===== config.mk =====
export PLATFORM = sky130hd
export DESIGN_NAME = mul_merge_lane
export DESIGN_NICKNAME = d
export VERILOG_FILES = /design/src/rtl/mml_pkg.sv /design/src/rtl/mml_ex_lane.sv /design/src/rtl/mml_mul_lane.sv /design/src/rtl/mml_merge.sv /design/src/rtl/mul_merge_lane.sv
export SDC_FILE = /design/constraint.sdc
export NUM_CORES = 1
export LEC_CHECK = 0
export BUFFER_PORTS_ARGS = -buffer_cell sky130_fd_sc_hd__buf_4
export CORE_ASPECT_RATIO = 2
export CORE_UTILIZATION = 55
export CTS_CLUSTER_DIAMETER = 80
export DETAILED_ROUTE_END_ITERATION = 6
export GPL_TIMING_DRIVEN = 0
export PLACE_DENSITY = 0.79
export SLEW_MARGIN = 5
export SYNTH_ARGS = -nofsm -noshare
export SYNTH_HDL_FRONTEND = slang
export SYNTH_SLANG_ARGS = --single-unit
export TNS_END_PERCENT = 5

===== constraint.sdc =====
create_clock -name clk -period 4.91 [get_ports clk]
set_input_delay 0.2455 -clock clk [delete_from_list [all_inputs] [get_ports clk]]
set_output_delay 0.2455 -clock clk [all_outputs]
set_load 0.01 [all_outputs]

===== src/rtl/mml_pkg.sv =====
package mml_pkg;
  typedef enum logic {
    SRC_EXEC = 1'b0,
    SRC_MULT = 1'b1
  } lane_src_e;
endpackage


===== src/rtl/mml_ex_lane.sv =====
module mml_ex_lane #(
  parameter int DW = 32,
  parameter int TW = 5
) (
  input  logic          clk,
  input  logic          rst_n,
  input  logic          take,
  input  logic          hold,
  input  logic [DW-1:0] op_a,
  input  logic [DW-1:0] op_b,
  input  logic [TW-1:0] tag,
  output logic          ex_v,
  output logic [DW-1:0] ex_d,
  output logic [TW-1:0] ex_t
);
  // stand-in for the execute ALU
  function automatic logic [DW-1:0] alu_fn(input logic [DW-1:0] a, input logic [DW-1:0] b);
    return a + b;
  endfunction

  always_ff @(posedge clk or negedge rst_n) begin
    if (!rst_n) begin
      ex_v <= 1'b0;
      ex_d <= '0;
      ex_t <= '0;
    end else if (!hold) begin
      ex_v <= take;
      if (take) begin
        ex_d <= alu_fn(op_a, op_b);
        ex_t <= tag;
      end
    end
  end

  // a held result stays put
  a_r5_hold_keeps: assert property (@(posedge clk) disable iff (!rst_n)
    hold |=> (ex_v && $stable(ex_d) && $stable(ex_t)));
endmodule


===== src/rtl/mml_mul_lane.sv =====
module mml_mul_lane #(
  parameter int DW = 32,
  parameter int TW = 5
) (
  input  logic          clk,
  input  logic          rst_n,
  input  logic          take,
  input  logic [DW-1:0] op_a,
  input  logic [DW-1:0] op_b,
  input  logic [TW-1:0] tag,
  output logic          head_v,
  output logic          tail_v,
  output logic [DW-1:0] tail_d,
  output logic [TW-1:0] tail_t
);
  localparam int H   = DW / 2;
  localparam int NST = 3;

  // low half times low half, full width
  function automatic logic [DW-1:0] lo_prod(input logic [DW-1:0] a, input logic [DW-1:0] b);
    logic [DW-1:0] xa, xb;
    xa = {{H{1'b0}}, a[H-1:0]};
    xb = {{H{1'b0}}, b[H-1:0]};
    return xa * xb;
  endfunction

  // cross terms, only the bits that land below bit DW
  function automatic logic [H-1:0] cross_prod(input logic [DW-1:0] a, input logic [DW-1:0] b);
    logic [H-1:0] c0, c1;
    c0 = a[H-1:0] * b[DW-1:H];
    c1 = a[DW-1:H] * b[H-1:0];
    return c0 + c1;
  endfunction

  function automatic logic [DW-1:0] join_prod(input logic [DW-1:0] lo, input logic [H-1:0] cr);
    return lo + {cr, {H{1'b0}}};
  endfunction

  logic [NST-1:0] v_q;
  logic [TW-1:0]  t_q [NST];
  logic [DW-1:0]  s1_lo;
  logic [H-1:0]   s1_cr;
  logic [DW-1:0]  s2_p;
  logic [DW-1:0]  s3_p;

  for (genvar gs = 0; gs < NST; gs++) begin : g_stage
    if (gs == 0) begin : g_head
      always_ff @(posedge clk or negedge rst_n) begin
        if (!rst_n) begin
          v_q[gs] <= 1'b0;
          t_q[gs] <= '0;
        end else begin
          v_q[gs] <= take;
          t_q[gs] <= tag;
        end
      end
    end else begin : g_body
      always_ff @(posedge clk or negedge rst_n) begin
        if (!rst_n) begin
          v_q[gs] <= 1'b0;
          t_q[gs] <= '0;
        end else begin
          v_q[gs] <= v_q[gs-1];
          t_q[gs] <= t_q[gs-1];
        end
      end
      // the lane never stops, tag moves with it
      a_r9_lane_advances: assert property (@(posedge clk) disable iff (!rst_n)
        v_q[gs-1] |=> (v_q[gs] && t_q[gs] == $past(t_q[gs-1])));
    end
  end

  always_ff @(posedge clk or negedge rst_n) begin
    if (!rst_n) begin
      s1_lo <= '0;
      s1_cr <= '0;
      s2_p  <= '0;
      s3_p  <= '0;
    end else begin
      s1_lo <= lo_prod(op_a, op_b);
      s1_cr <= cross_prod(op_a, op_b);
      s2_p  <= join_prod(s1_lo, s1_cr);
      s3_p  <= s2_p;
    end
  end

  assign head_v = v_q[0];
  assign tail_v = v_q[NST-1];
  assign tail_d = s3_p;
  assign tail_t = t_q[NST-1];
endmodule


===== src/rtl/mml_merge.sv =====
module mml_merge
  import mml_pkg::*;
#(
  parameter int DW = 32,
  parameter int TW = 5
) (
  input  logic          ex_v,
  input  logic [DW-1:0] ex_d,
  input  logic [TW-1:0] ex_t,
  input  logic          mu_v,
  input  logic [DW-1:0] mu_d,
  input  logic [TW-1:0] mu_t,
  output logic          out_v,
  output logic [DW-1:0] out_d,
  output logic [TW-1:0] out_t,
  output lane_src_e     out_src,
  output logic          clash
);
  always_comb begin
    out_v   = ex_v | mu_v;
    clash   = ex_v & mu_v;
    out_src = mu_v ? SRC_MULT : SRC_EXEC;
    out_d   = mu_v ? mu_d : ex_d;
    out_t   = mu_v ? mu_t : ex_t;
  end
endmodule


===== src/rtl/mul_merge_lane.sv =====
module mul_merge_lane
  import mml_pkg::*;
#(
  parameter int DW = 32,
  parameter int TW = 5
) (
  input  logic          clk,
  input  logic          rst_n,
  input  logic          iss_valid,
  input  logic          iss_mul,
  input  logic [DW-1:0] iss_a,
  input  logic [DW-1:0] iss_b,
  input  logic [TW-1:0] iss_tag,
  input  logic          redirect,
  output logic          res_valid,
  output logic [DW-1:0] res_data,
  output logic [TW-1:0] res_tag,
  output logic          res_from_mul,
  output logic          stall_up
);
  logic          take_any, take_ex, take_mul;
  logic          ex_v, mu_head_v, mu_v;
  logic [DW-1:0] ex_d, mu_d;
  logic [TW-1:0] ex_t, mu_t;
  lane_src_e     src;

  assign take_any = iss_valid && !stall_up && !redirect;
  assign take_ex  = take_any && !iss_mul;
  assign take_mul = take_any && iss_mul;

  mml_ex_lane #(.DW(DW), .TW(TW)) u_ex (
    .clk(clk), .rst_n(rst_n), .take(take_ex), .hold(stall_up),
    .op_a(iss_a), .op_b(iss_b), .tag(iss_tag),
    .ex_v(ex_v), .ex_d(ex_d), .ex_t(ex_t)
  );

  mml_mul_lane #(.DW(DW), .TW(TW)) u_mul (
    .clk(clk), .rst_n(rst_n), .take(take_mul),
    .op_a(iss_a), .op_b(iss_b), .tag(iss_tag),
    .head_v(mu_head_v), .tail_v(mu_v), .tail_d(mu_d), .tail_t(mu_t)
  );

  mml_merge #(.DW(DW), .TW(TW)) u_merge (
    .ex_v(ex_v), .ex_d(ex_d), .ex_t(ex_t),
    .mu_v(mu_v), .mu_d(mu_d), .mu_t(mu_t),
    .out_v(res_valid), .out_d(res_data), .out_t(res_tag),
    .out_src(src), .clash(stall_up)
  );

  assign res_from_mul = (src == SRC_MULT);

  // multiply wins a clash and the upstream freezes
  a_r5_mul_wins: assert property (@(posedge clk) disable iff (!rst_n)
    (ex_v && mu_v) |-> (res_from_mul && stall_up && res_tag == mu_t));

  // a redirected token enters neither lane
  a_r7_redirect_no_mul: assert property (@(posedge clk) disable iff (!rst_n)
    redirect |=> !mu_head_v);
  a_r7_redirect_no_ex: assert property (@(posedge clk) disable iff (!rst_n)
    (redirect && !stall_up) |=> !ex_v);

  // nothing enters the multiply lane during a stall
  a_r9_stall_blocks_mul: assert property (@(posedge clk) disable iff (!rst_n)
    stall_up |=> !mu_head_v);
endmodule


==> flow_summary.ini, run 1 <==
[yosys]
syn-cell-area_sq_um = 23500
synth_fp_nets = 3136
synthCells = 2441
synth_flop_cell = dfrtp_1
seq_area_frac_synth = 0.179
synthArstFlopShare = 1.00
syn_avg_cell_area_sq_um = 9.63
yosys.cell_types.count = 61
synth_edf_count = 0
ys_warn_count = 0
ys_ff_latch = 168

[detailed_routing]
drtAntennaViolNets = 0
vias_per_cell = 5.84
drt-total-wl_um = 79800
drc = 0
wire_per_inst_um = 25.1
drt_iter0_drc = 1282
num_vias = 18592
firstDrtPassIters = 5

[die]
fp.dieH_um = 294
dieArea_sq_um = 43600
start_util = 0.561
die_w_um = 148
row_count = 106
core_area_sq_um = 41900
num_io_pins = 114

[global_route]
grt_usage = 0.384
grt_first_pass_wirelength_um = 119000
gr-total-overflow = 0
antenna_found_initial = 6
grt_max_degree = 125
grt_pass1_vias = 20354

[sta]
period_minus_slack_ns = 6.05
fin_worst_skew_ns = 0.0112
period_share = 1.23
setup_slack_ns = -1.14
slew_viol_final = 0
whs_ns = 0.122
hold_violations = 0
setup_viol = 25
worst_pin_slew_ns = 0.658
timing.fmax_mhz = 165
rsz0062_at_grt = true
relSlewSlack = 0.560

[cts]
clockRootBuffer = clkbuf_16
clock-sinks = 168
cts_buffers = 17
clk_latency_ns = 0.44
cts_max_level = 4
cts_tree = yes
cts_buffer_depth = 2
clk_pin_slew_ns = 0.07

[setup_path]
cp-start-kind = primary input
required_ns = 5.21
path_class = primary input to flip-flop
crit_fanout = 10
crit_arrival_ns = 6.35
crit_path_end_kind = flip-flop

[final_layout]
areaGrowthSynthToFinish_pct = 16.8
fin_nets = 3322
layout-drive-gt1-share = 0.156
final_area_sq_um = 27500

[run_status]
violations = negative setup slack
status = complete, but fails checks

[placement]
routabilityCongestion = 1.02
dpl.hpwl_um = 62200
place_area_sq_um = 25200
port_buffers = 113

[flow_run]
max_cap_viol_count = 0

[worst_hold_path]
hold_class = primary input to flip-flop
## stage by stage
step | setup WS [ns] | util | cells | setup TNS [ns]
4_1_cts | -1.03 | 0.648 | 3162 | -15.33
2_1_floorplan | -0.872 | - | 2441 | -14.37
3_3_place_gp | -2.84 | 0.599 | 3094 | -59.03
5_1_grt | -1.24 | 0.655 | 3181 | -20.53
3_5_place_dp | -2.90 | 0.600 | 3095 | -62.00
6_report | -1.14 | 0.655 | 3183 | -18.22
## critical path, cell delays in order
cell and delay, ns:
buf_4 0.14, clkbuf_2 0.39, nand2_1 0.12, fa_1 0.43, fa_1 0.56, inv_1 0.06
fa_1 0.54, fa_1 0.50, inv_1 0.05, fa_1 0.47, fa_1 0.54, fa_1 0.45
fa_2 0.40, xnor2_2 0.16, xnor2_2 0.16, xnor2_2 0.34, xnor2_2 0.14, xnor2_2 0.27
xnor2_2 0.16, xnor2_1 0.15, xnor2_1 0.09
## timing repair
| action | CTS | global route |
|---|---|---|
| hold buffers | 6 | 0 |
| buffers inserted | 33 | 19 |
| cloned | 1 | 0 |
| endpoints found under the hold margin | 49 | 0 |
| pin swaps | 52 | 56 |
| gates resized for setup | 247 | 54 |
| endpoints found under the setup margin | 32 | 26 |
## cell usage after synthesis, drive strengths merged, types with 2 or more instances
| library cell | count | area, sq um |
|---|---|---|
| or3 | 2 | 12.5 |
| o41ai | 5 | 58.8 |
| nand4 | 5 | 31.3 |
| o21a | 9 | 67.6 |
| o211ai | 8 | 65.1 |
| and3 | 10 | 62.6 |
| nand2 | 308 | 1160 |
| nand2b | 9 | 56.3 |
| o31ai | 4 | 30.0 |
| mux2 | 45 | 507 |
| a21oi | 68 | 344 |
| a21o | 31 | 233 |
| o21bai | 4 | 30.0 |
| nor2b | 6 | 37.5 |
| xor2 | 37 | 324 |
| dfrtp | 168 | 4200 |
| nor3b | 3 | 22.5 |
| buf | 5 | 18.8 |
| and2 | 278 | 1740 |
| clkbuf | 89 | 334 |
| a211oi | 5 | 37.5 |
| o21ai | 69 | 349 |
| or2 | 3 | 18.8 |
| inv | 442 | 1660 |
| o2111ai | 2 | 17.5 |
| ha | 241 | 3020 |
| nor2 | 42 | 158 |
| a21boi | 7 | 56.3 |
| nand3 | 15 | 75.1 |
| nand3b | 2 | 15.0 |
| a31oi | 5 | 31.3 |
| xnor2 | 99 | 867 |
| fa | 380 | 7610 |
| nor4 | 4 | 25.0 |
| nor3 | 14 | 75.1 |
## worst paths after layout
path                            cells past startpoint  slack [ns]                    endpoint                      start
min in group asynchronous                           2        0.28   u_mul.s1_lo[16]$_DFF_PN0_                      rst_n
max in group asynchronous                           3        3.71   u_mul.s1_lo[24]$_DFF_PN0_                      rst_n
worst min register to register                      0        0.34  u_mul.tail_d[21]$_DFF_PN0_   u_mul.s2_p[21]$_DFF_PN0_
worst max-delay path                               21       -1.14   u_mul.s1_cr[15]$_DFF_PN0_                   iss_b[9]
worst min-delay path                                2        0.12      u_mul.head_v$_DFF_PN0_                    iss_mul
worst max register to register                     10        1.89    u_mul.s2_p[31]$_DFF_PN0_  u_mul.s1_lo[16]$_DFF_PN0_
## cell families (layout without fill, tap and decap cells)
| kind of cell | count (synthesis) | after routing | synth area share |
|---|---|---|---|
| xor+xnor | 136 | 136 | 0.0507 |
| mux | 46 | 46 | 0.0220 |
| simple gates | 705 | 705 | 0.150 |
| fa+ha+maj | 621 | 621 | 0.452 |
| compound gates | 229 | 229 | 0.0612 |
| other cells | 0 | 3 | 0 |
| buf+inv | 536 | 735 | 0.0856 |
| flops | 168 | 168 | 0.179 |
## cells in the final DEF, fill, tap and decap left out, types with 10 or more instances in the layout
master and n:
inv_1 427, fa_1 363, nand2_1 308, and2_1 263
ha_1 227, dfrtp_1 168, buf_4 155, xnor2_1 86
a21oi_1 60, clkbuf_16 41, o21ai_0 40, nor2_1 39
mux2_2 38, xor2_1 34, a21o_1 31, o21ai_1 26
clkbuf_1 20, fa_2 17, clkbuf_8 16, and2_4 15
inv_2 15, nand3_1 14, clkbuf_4 12, nor3_1 12
xnor2_2 12, ha_4 10
## metal layers
metal | up-vias | GRT usage | wire [um]
met4 | 2 | 0.399 | 10200
met2 | 1100 | 0.637 | 38100
li1 | 7859 | - | -
met5 | - | 0 | 14
met1 | 9168 | 0.384 | 24800
met3 | 463 | 0.0841 | 6700
## cell type report
type | count | area (sq um)
antenna | 3 | 7.51
buffer | 88 | 1090
clock buffer | 19 | 443
clock inverter | 13 | 130
fill | 3357 | 14500
inverter | 442 | 1660
multi-input combinational | 1737 | 17800
sequential | 168 | 4200
tap | 540 | 676
timing repair buffer | 173 | 1430
## sequential cells by signal (all words and copies together), names as in the netlist, 5 cells and up
name and flops:
u_mul.tail_d 32, u_mul.s2_p 32, u_mul.tail_t 5, u_mul.s1_lo 32
u_ex.ex_d 32, u_ex.ex_t 5, u_mul.t_q 10, u_mul.s1_cr 16
Power of run 1 is left out: the tool's default activity adds up to more than one toggle a clock period on the data nets, which glitch-free logic cannot reach.
==> run 2, diff against run 1 <==
--- a/config.mk
+++ b/config.mk
@@ -6,12 +6,14 @@
 export NUM_CORES = 1
 export LEC_CHECK = 0
 export BUFFER_PORTS_ARGS = -buffer_cell sky130_fd_sc_hd__buf_4
+export CELL_PAD_IN_SITES_DETAIL_PLACEMENT = 1
+export CELL_PAD_IN_SITES_GLOBAL_PLACEMENT = 2
 export CORE_ASPECT_RATIO = 2
-export CORE_UTILIZATION = 55
+export CORE_UTILIZATION = 45
 export CTS_CLUSTER_DIAMETER = 80
 export DETAILED_ROUTE_END_ITERATION = 6
 export GPL_TIMING_DRIVEN = 0
-export PLACE_DENSITY = 0.79
+export PLACE_DENSITY_LB_ADDON = 0.1
 export SLEW_MARGIN = 5
 export SYNTH_ARGS = -nofsm -noshare
 export SYNTH_HDL_FRONTEND = slang
==> flow_summary.ini, run 2 (same netlist as run 1, synthesis figures left out) <==
[cts]
clk_pin_slew_ns = 0.06
cts_tree = yes
cts_buffer_depth = 3
cts_max_level = 4
cts_buffers = 25
clockRootBuffer = clkbuf_16
clk_latency_ns = 0.50
clock-sinks = 168

[final_layout]
final_common_cell = inv_1
layout-drive-gt1-share = 0.144
fin_util = 0.529
area.sequential_sq_um = 4200
areaGrowthSynthToFinish_pct = 16.4
final_cells = 3290
final_cell_mix = 436 x inv_1, 368 x fa_1, 308 x nand2_1, 269 x and2_1, 232 x ha_1
fin_nets = 3318
multi_input_area_sq_um = 17700
nFillCells = 5832

[placement]
routabilityCongestion = 0.993
port_buffers = 113
dpl.hpwl_um = 77400
place_inst = 3215
pre_cts_slack_ns = -2.99

[run_status]
status = complete, but fails checks
violations = negative setup slack

[detailed_routing]
num_vias = 18362
firstDrtPassIters = 4
wire_per_inst_um = 28.6
drt_iter0_drc = 980
drtAntennaViolNets = 0
drc = 0
vias_per_cell = 5.58
drt-total-wl_um = 94000

[global_route]
grt_max_degree = 123
grt_pass1_vias = 21305
grt_first_pass_wirelength_um = 137000
gr-total-overflow = 0
grt_usage = 0.370
antenna_found_initial = 8

[die]
num_io_pins = 114
die_w_um = 164
fp.dieH_um = 325
core_area_sq_um = 51700
row_count = 118
start_util = 0.455
dieArea_sq_um = 53200

[sta]
rsz0062_at_grt = true
slew_viol_final = 0
setup_slack_ns = -1.43
relSlewSlack = 0.382
worst_pin_slew_ns = 0.928
setup_viol = 26
fin_worst_skew_ns = 0.0221
hold_violations = 0
timing.fmax_mhz = 158
period_minus_slack_ns = 6.34
period_share = 1.29

[worst_hold_path]
hold_class = primary input to flip-flop
min_from = iss_mul

[setup_path]
required_ns = 5.24
cp_cell_sequence = buf_4, buf_8, and2_1, fa_1, inv_1, fa_1, inv_2, fa_1, inv_2, fa_1, fa_2, fa_1, fa_2, fa_2, xnor2_2, xnor2_1, xnor2_1, xnor2_1, xnor2_2, xnor2_2, xnor2_2, xnor2_2
critPathMaxStageDelay_ns = 0.58
crit_buf_inv = 5
cp_slowest_cell = fa_1
crit_path_end_kind = flip-flop
setup.worst_path.start = iss_a[4]
cp-start-kind = primary input
path_delay_family = adder cells
crit_arrival_ns = 6.67
crit_fanout = 10
timing.rr.start = u_mul.s1_lo[16]$_DFF_PN0_
path_class = primary input to flip-flop

[flow_run]
max_cap_viol_count = 0
## run 2: cell types whose count changed in the layout (fill, tap and decap cells not counted), sizes merged
cell	change
clkinvlp	+1
clkinv	-3
buf	+5
clkbuf	-9
inv	-6
bufinv	-1
## run 2: cell type report
| class | count | share of cell area |
|---|---|---|
| clock inverter | 4 | 0.000961 |
| timing repair buffer | 160 | 0.0488 |
| buffer | 89 | 0.0349 |
| multi-input combinational | 1737 | 0.647 |
| sequential | 168 | 0.154 |
| antenna | 3 | 0.000274 |
| inverter | 442 | 0.0607 |
| tap | 660 | 0.0302 |
| clock buffer | 27 | 0.0239 |
## run 2: final timing paths
check | endpoint | slack [ns] | cells past startpoint
min in group asynchronous | u_mul.tail_d[8]$_DFF_PN0_ | 0.23 | 2
hold reg to reg | u_mul.tail_d[7]$_DFF_PN0_ | 0.33 | 0
hold / removal | u_mul.head_v$_DFF_PN0_ | 0.08 | 2
setup / recovery | u_mul.s1_cr[15]$_DFF_PN0_ | -1.43 | 22
setup reg to reg | u_mul.s2_p[30]$_DFF_PN0_ | 1.74 | 12
max in group asynchronous | u_mul.s1_lo[23]$_DFF_PN0_ | 3.75 | 3
## run 2: layer usage
layer  up-vias  global-route usage  wire length, um
met5         -                   0               10
met4         2               0.337            10600
met3       358              0.0556             4520
met2       697               0.652            48100
met1      9467               0.367            30700
li1       7838                   -                -
## run 2: repair_timing
item | 4_1_cts | 5_1_grt
hold buffers | 6 | 0
buffers inserted | 25 | 15
endpoints found under the setup margin | 34 | 29
hold endpoints to repair | 56 | 0
resized for setup | 202 | 71
pin swaps | 30 | 29
## run 2: per-stage QoR
stage | hold slack (ns) | TNS, ns | instance area (sq um)
after global placement | 0.332 | -66.67 | 25300
after CTS | 0.0652 | -19.10 | 27000
after detailed placement | 0.164 | -70.68 | 25300
after floorplan | -0.0501 | -14.37 | 23600
final | 0.0766 | -17.64 | 27400
after global routing | 0.0685 | -21.46 | 27300
Power of run 2 is left out for the same reason.
